## config.mk

```make
export PLATFORM = sky130hd
export DESIGN_NAME = busgrant_ctrl
export DESIGN_NICKNAME = d
export VERILOG_FILES = /design/src/rtl/bg_pkg.sv /design/src/rtl/bg_sync.sv /design/src/rtl/bg_fsm.sv /design/src/rtl/bg_drive.sv /design/src/rtl/busgrant_ctrl.sv
export SDC_FILE = /design/constraint.sdc
export NUM_CORES = 1
export LEC_CHECK = 0
export BUFFER_PORTS_ARGS = -buffer_cell sky130_fd_sc_hd__buf_4
export CORE_AREA = 2 2 39 41
export CTS_CLUSTER_DIAMETER = 150
export CTS_CLUSTER_SIZE = 10
export DETAILED_ROUTE_END_ITERATION = 10
export DIE_AREA = 0 0 41 43
export GPL_TIMING_DRIVEN = 0
export HOLD_SLACK_MARGIN = 0.15
export PLACE_DENSITY = 0.34
export SLEW_MARGIN = 20
export SYNTH_ARGS = -nofsm -noshare
export SYNTH_HDL_FRONTEND = slang
export SYNTH_SLANG_ARGS = --single-unit
```

## constraint.sdc

```tcl
create_clock -name clk -period 0.95 [get_ports clk]
set_input_delay 0.095 -clock clk [delete_from_list [all_inputs] [get_ports clk]]
set_output_delay 0.095 -clock clk [all_outputs]
set_load 0.02 [all_outputs]
```

## src/rtl/bg_pkg.sv

```systemverilog
package bg_pkg;
  // Gray-coded ownership states: every legal transition flips one bit.
  typedef enum logic [1:0] {
    ST_IDLE    = 2'b00,
    ST_RELEASE = 2'b01,
    ST_GRANTED = 2'b11,
    ST_RECLAIM = 2'b10
  } bg_state_e;
endpackage

```

## src/rtl/bg_sync.sv

```systemverilog
module bg_sync #(
  parameter int STAGES = 2
) (
  input  logic clk,
  input  logic rst_n,
  input  logic async_in,
  output logic sync_out
);
  logic [STAGES-1:0] chain;

  always_ff @(posedge clk or negedge rst_n) begin
    if (!rst_n) chain <= '0;
    else        chain <= {chain[STAGES-2:0], async_in};
  end

  assign sync_out = chain[STAGES-1];
endmodule

```

## src/rtl/bg_fsm.sv

```systemverilog
module bg_fsm
  import bg_pkg::*;
#(
  parameter int GUARD_CYCLES = 1
) (
  input  logic      clk,
  input  logic      rst_n,
  input  logic      req_sync,
  input  logic      core_busy,
  output bg_state_e state
);
  localparam int CW = (GUARD_CYCLES > 1) ? $clog2(GUARD_CYCLES) : 1;
  localparam logic [CW-1:0] GUARD_LOAD = CW'(GUARD_CYCLES - 1);

  bg_state_e     nxt;
  logic [CW-1:0] guard_cnt;
  logic          guard_done;

  assign guard_done = (guard_cnt == '0);

  always_comb begin
    nxt = state;
    unique case (state)
      ST_IDLE:    if (req_sync && !core_busy) nxt = ST_RELEASE;
      ST_RELEASE: if (guard_done)             nxt = ST_GRANTED;
      ST_GRANTED: if (!req_sync)              nxt = ST_RECLAIM;
      ST_RECLAIM: if (guard_done)             nxt = ST_IDLE;
      default:                                nxt = ST_IDLE;
    endcase
  end

  always_ff @(posedge clk or negedge rst_n) begin
    if (!rst_n) begin
      state     <= ST_IDLE;
      guard_cnt <= GUARD_LOAD;
    end else begin
      state <= nxt;
      if (nxt != state)        guard_cnt <= GUARD_LOAD;
      else if (!guard_done)    guard_cnt <= guard_cnt - 1'b1;
    end
  end

  // an in-flight core cycle keeps the bus with the processor
  p_busy_holds_idle_r7: assert property (@(posedge clk) disable iff (!rst_n)
    (state == ST_IDLE && core_busy) |=> (state == ST_IDLE));

  // reclaim can only finish into idle, never straight into a new release
  p_reclaim_to_idle_r9: assert property (@(posedge clk) disable iff (!rst_n)
    (state == ST_RECLAIM) |=> (state == ST_RECLAIM || state == ST_IDLE));

  // each edge moves at most one state bit, so the decoded pins cannot glitch
  p_gray_step_r3: assert property (@(posedge clk) disable iff (!rst_n)
    $countones(2'(state) ^ 2'($past(state))) <= 1);

  // the granted phase is only entered from release
  p_granted_from_release_r8: assert property (@(posedge clk) disable iff (!rst_n)
    (state == ST_IDLE) |=> (state != ST_GRANTED));
endmodule

```

## src/rtl/bg_drive.sv

```systemverilog
module bg_drive
  import bg_pkg::*;
#(
  parameter int NUM_STROBES = 7
) (
  input  bg_state_e              state,
  input  logic                   core_need,
  output logic [NUM_STROBES-1:0] strobe_en,
  output logic                   bus_grant_n,
  output logic                   grant_hung_n
);
  logic own_bus;
  logic granted;

  assign own_bus = (state == ST_IDLE);
  assign granted = (state == ST_GRANTED);

  for (genvar i = 0; i < NUM_STROBES; i++) begin : g_strobe
    assign strobe_en[i] = own_bus;
  end

  assign bus_grant_n  = !granted;
  assign grant_hung_n = !(granted && core_need);
endmodule

```

## src/rtl/busgrant_ctrl.sv

```systemverilog
module busgrant_ctrl
  import bg_pkg::*;
#(
  parameter int NUM_STROBES  = 7,
  parameter int SYNC_STAGES  = 2,
  parameter int GUARD_CYCLES = 1
) (
  input  logic                   clk,
  input  logic                   rst_n,
  input  logic                   bus_req_n,
  input  logic                   core_need,
  input  logic                   core_busy,
  output logic [NUM_STROBES-1:0] strobe_en,
  output logic                   bus_grant_n,
  output logic                   grant_hung_n
);
  logic      req_sync;
  bg_state_e state;

  bg_sync #(.STAGES(SYNC_STAGES)) u_sync (
    .clk      (clk),
    .rst_n    (rst_n),
    .async_in (!bus_req_n),
    .sync_out (req_sync)
  );

  bg_fsm #(.GUARD_CYCLES(GUARD_CYCLES)) u_fsm (
    .clk       (clk),
    .rst_n     (rst_n),
    .req_sync  (req_sync),
    .core_busy (core_busy),
    .state     (state)
  );

  bg_drive #(.NUM_STROBES(NUM_STROBES)) u_drive (
    .state        (state),
    .core_need    (core_need),
    .strobe_en    (strobe_en),
    .bus_grant_n  (bus_grant_n),
    .grant_hung_n (grant_hung_n)
  );

  // the grant falls only after a cycle with every strobe released
  p_grant_after_release_r3: assert property (@(posedge clk) disable iff (!rst_n)
    $fell(bus_grant_n) |-> ($past(strobe_en) == '0 && strobe_en == '0));

  // the strobes return only after the grant was already high
  p_strobes_after_grant_r5: assert property (@(posedge clk) disable iff (!rst_n)
    $rose(strobe_en[0]) |-> ($past(bus_grant_n) && bus_grant_n));

  // the hung flag needs the grant and released strobes
  p_hung_while_granted_r6: assert property (@(posedge clk) disable iff (!rst_n)
    !grant_hung_n |-> (!bus_grant_n && strobe_en == '0));

  // while granted, no strobe is driven
  p_grant_no_strobes_r4: assert property (@(posedge clk) disable iff (!rst_n)
    !bus_grant_n |-> (strobe_en == '0));
endmodule

```

== Word-level counts from Yosys, hierarchy flattened ==
Index checks and enable logic that the tools add are counted.

* Add/sub/neg operators: 1
* Equal/unequal tests: 4
* Multiplexer cells: 7
* Reduce and logical (&&, ||, !) cells: 7

{| class="wikitable"
|+ Operators with widths
! operator !! count
|-
| $mux 2 || 4
|-
| $pmux 2 s4 || 1
|-
| $eq 2x2->1 const B || 2
|-
| $logic_not 1->1 || 4
|-
| $eq 2x1->1 const B || 1
|-
| $logic_and 1x1->1 || 2
|-
| $logic_not 2->1 || 1
|-
| $mux 1 || 2
|-
| $ne 2x2->1 || 1
|-
| $sub 1x1->1 const B || 1
|}

* Register bits after elaboration: 5

== Depth between registers and ports, before layout ==
* Depth in word-level cells: 6
* Mapped depth: 2
* Depth with buffers taken out: 2

== Hierarchy ==
From an unflattened synthesis, not the netlist that was laid out.

* Cell total of the unflattened synthesis: 20
* Area total of the unflattened synthesis: 195.2 um2

{| class="wikitable"
|+ Modules (own cells, without submodules)
! module !! instances !! cells each !! area each (um2)
|-
| bg_fsm || 1 || 7 || 76.3
|-
| bg_drive || 1 || 10 || 65.1
|-
| bg_sync || 1 || 2 || 50.0
|-
| busgrant_ctrl || 1 || 1 || 3.8
|}

== Worst setup path before layout ==
OpenSTA, ideal clock, no wires.

* Kind: register to output
* Start: register u_fsm.state[0]
* End: output port strobe_en[0]
* Data arrival time: 0.879 ns
* Data required time: 0.855 ns
* Path slack: -0.024 ns
* Stages on the path, launching flop included: 3
* Path buffers: 1
* Cells stage by stage: dfrtp_1 nor2_1 buf_4

* Cells in the longest elaborated chain, start to end: 1

{| class="wikitable"
|+ Ends and longest elaborated chain
! what !! line !! text
|-
| start, declared || bg_fsm.sv:10 || <nowiki>output bg_state_e state</nowiki>
|-
| start signal, assigned || bg_fsm.sv:37 || <nowiki>state <= nxt;</nowiki>
|-
| $logic_not 2->1 || bg_drive.sv:15 || <nowiki>assign own_bus = (state == ST_IDLE);</nowiki>
|-
| end, declared || busgrant_ctrl.sv:13 || <nowiki>output logic [NUM_STROBES-1:0] strobe_en,</nowiki>
|}

Every way passes these cells.

== Final worst setup path ==
* Start: register u_fsm.state[1]
* End: output port strobe_en[3]

The elaborated chain is that of the path after synthesis.

==> flow_summary.ini <==
[sta]
setup_slack_ns = -0.2176
clock.fmax_ghz = 0.8565
min_period_ns = 1.168
slew_headroom_pct = 89.83
post-route-period-util_pct = 122.9
clock_skew_ns = 0.005312
setup_tns_ns = -1.763
finalHoldViolCount = 0
rsz0062_at_grt = yes
report.final.setup_viol = 9
slew_violations = 0
worst_slew_pin_slew_ns = 0.1521

[setup_path]
startpoint_type = flip-flop
crit_fanout = 7
r2r_end = u_fsm.state[0]
cp-endpoint = strobe_en[3]
critPathLaunch = u_fsm.state[1]
endpoint_kind = output port
worstReg2RegStart = u_fsm.state[1]
required_ns = 0.85
r2r_cells = 3
rrSetupSlack_ns = 0.05
cp.arrival_ns = 1.07
path_class = reg -> out

[drt]
dr_total_vias = 201
antenna_left = 0
drc = 0
viasPerCell = 3.589
drt_first_pass_iters = 1
wire_per_inst_um = 7.500
drt_iter0_drc = 0
wirelength_um = 420

[cells_and_area]
stdcell_count = 56
num-fill-cells = 153
final_cell_area_um2 = 409.1
nets = 47
antenna_cells = 0
final_common_cell = buf_4
multi_input_area_um2 = 53.80
final_cell_mix = 20 x buf_4, 3 x clkbuf_4, 3 x dlygate4sd3_1
area_growth_syn_to_layout_pct = 111.0
layout.area.seq_um2 = 102.6
drive_gt1_share_pct = 77.50

[global_route]
grt_pass1_wl_um = 600
antenna_found_initial = 0
grt_usage_pct = 5.639
grt_overflow = 0
grt_max_degree = 8
grt_pass1_vias = 170

[yosys]
syn_avg_cell_area_um2 = 10.21
yosys.cell_types.count = 10
synth_area_um2 = 193.9
syn_inst = 19
syn_nets = 24
ys_ff_latch = 4
synth-seq-area-share_pct = 51.61
yosysWarnings = 0

[floorplan]
die_y_um = 43
ios = 14
design.die.area_um2 = 1763
initial_utilization_pct = 14.01
die_x_um = 41
core_um2 = 1384
fp-row-count = 14

[clocking]
clock_latency_ns = 0.24
cts_root_buf = clkbuf_4
h-tree-depth = 1
cts_sinks = 4
cts_buffers = 3
clockBufferDepth = 2
cts_tree = built
clk_pin_slew_ns = 0.04

[worst_hold_path]
min_path_type = in -> async

[placed_design]
dp_hpwl_um = 289.1
pre_cts_slack_ns = -0.09424
routabilityCongestion = 0.5821
port_buffers = 13
placed_area_um2 = 314.1
dp_cells = 48

[pwr]
peakVddDrop_mv = 1.006
powerDensity_nw_per_um2 = 3859
power.total_uw = 1579
p_leak_uw = 0.0002090

[flow_run]
drv_cap = 0

[status]
violations = negative setup slack
status = complete, but fails checks
## report_power, final
part           internal [uW]  leakage [uW]  switching (uW)  total [uW]
combinational            590      0.000150             501        1090
clock                    142     0.0000138            72.7         214
sequential               228     0.0000451            46.3         274
total                    959      0.000209             620        1580
## repair_timing
item                                   CTS  global route
resized for setup                        7             1
setup buffers                            2             0
pin swaps                                1             0
endpoints found under the hold margin    6             0
setup endpoints to repair                9            10
hold buffers                             3             0
## cell usage after synthesis
library cell / count / area (um^2)
a21o_1: 1 / 7.510
buf_4: 7 / 52.55
clkbuf_1: 1 / 3.750
dfrtp_1: 4 / 100.1
inv_1: 1 / 3.750
nand2_1: 1 / 3.750
nand2b_1: 1 / 6.260
nand3_1: 1 / 5.000
nor2_1: 1 / 3.750
nor3b_1: 1 / 7.510
## logic make-up after synthesis
group	count (synthesis)	share of synthesized area [%]
buf+inv	9	30.96
simple gates	5	13.55
flops	4	51.61
compound gates	1	3.872
## final cells by class
cell class / instances / share of cell area, %
flip-flops and latches: 4 / 25.08
multi-input cells: 6 / 13.15
clock buffers: 3 / 5.505
plain buffers: 8 / 13.76
repair buffers: 18 / 36.70
inverters: 1 / 0.9174
well taps: 16 / 4.893
## per-stage QoR
step                      util, %  hold WS [ns]
after global routing        29.57        0.1969
after global placement      22.69       -0.1094
final                       29.57        0.1788
after CTS                   29.20        0.1749
after detailed placement    22.69       -0.1071
after floorplan                 -       -0.2006
## metal layers
metal / routed length [um] / GRT usage, %
met4: 0 / 4.000
met1: 145 / 4.545
met5: 0 / 0
met3: 71 / 6.283
met2: 203 / 7.500
## worst min-delay path by stage
stage                     startpoint  slack (ns)         endpoint
after floorplan                rst_n       -0.20   u_fsm.state[0]
after global placement         rst_n       -0.11  u_sync.chain[0]
after detailed placement       rst_n       -0.11  u_sync.chain[0]
after CTS                      rst_n        0.17   u_fsm.state[0]
after global routing           rst_n        0.20   u_fsm.state[0]
final                          rst_n        0.18   u_fsm.state[0]
## state kept, by name (all words and copies together), names as in the netlist
register,flops
u_fsm.state,2
u_sync.chain,2
## worst max-delay path, cell delays in order, from the launching register on
cell and delay, ns:
dfrtp_2 0.41, nor2_4 0.17, buf_4 0.13, buf_4 0.12
Power figures use the tool's default switching activity.
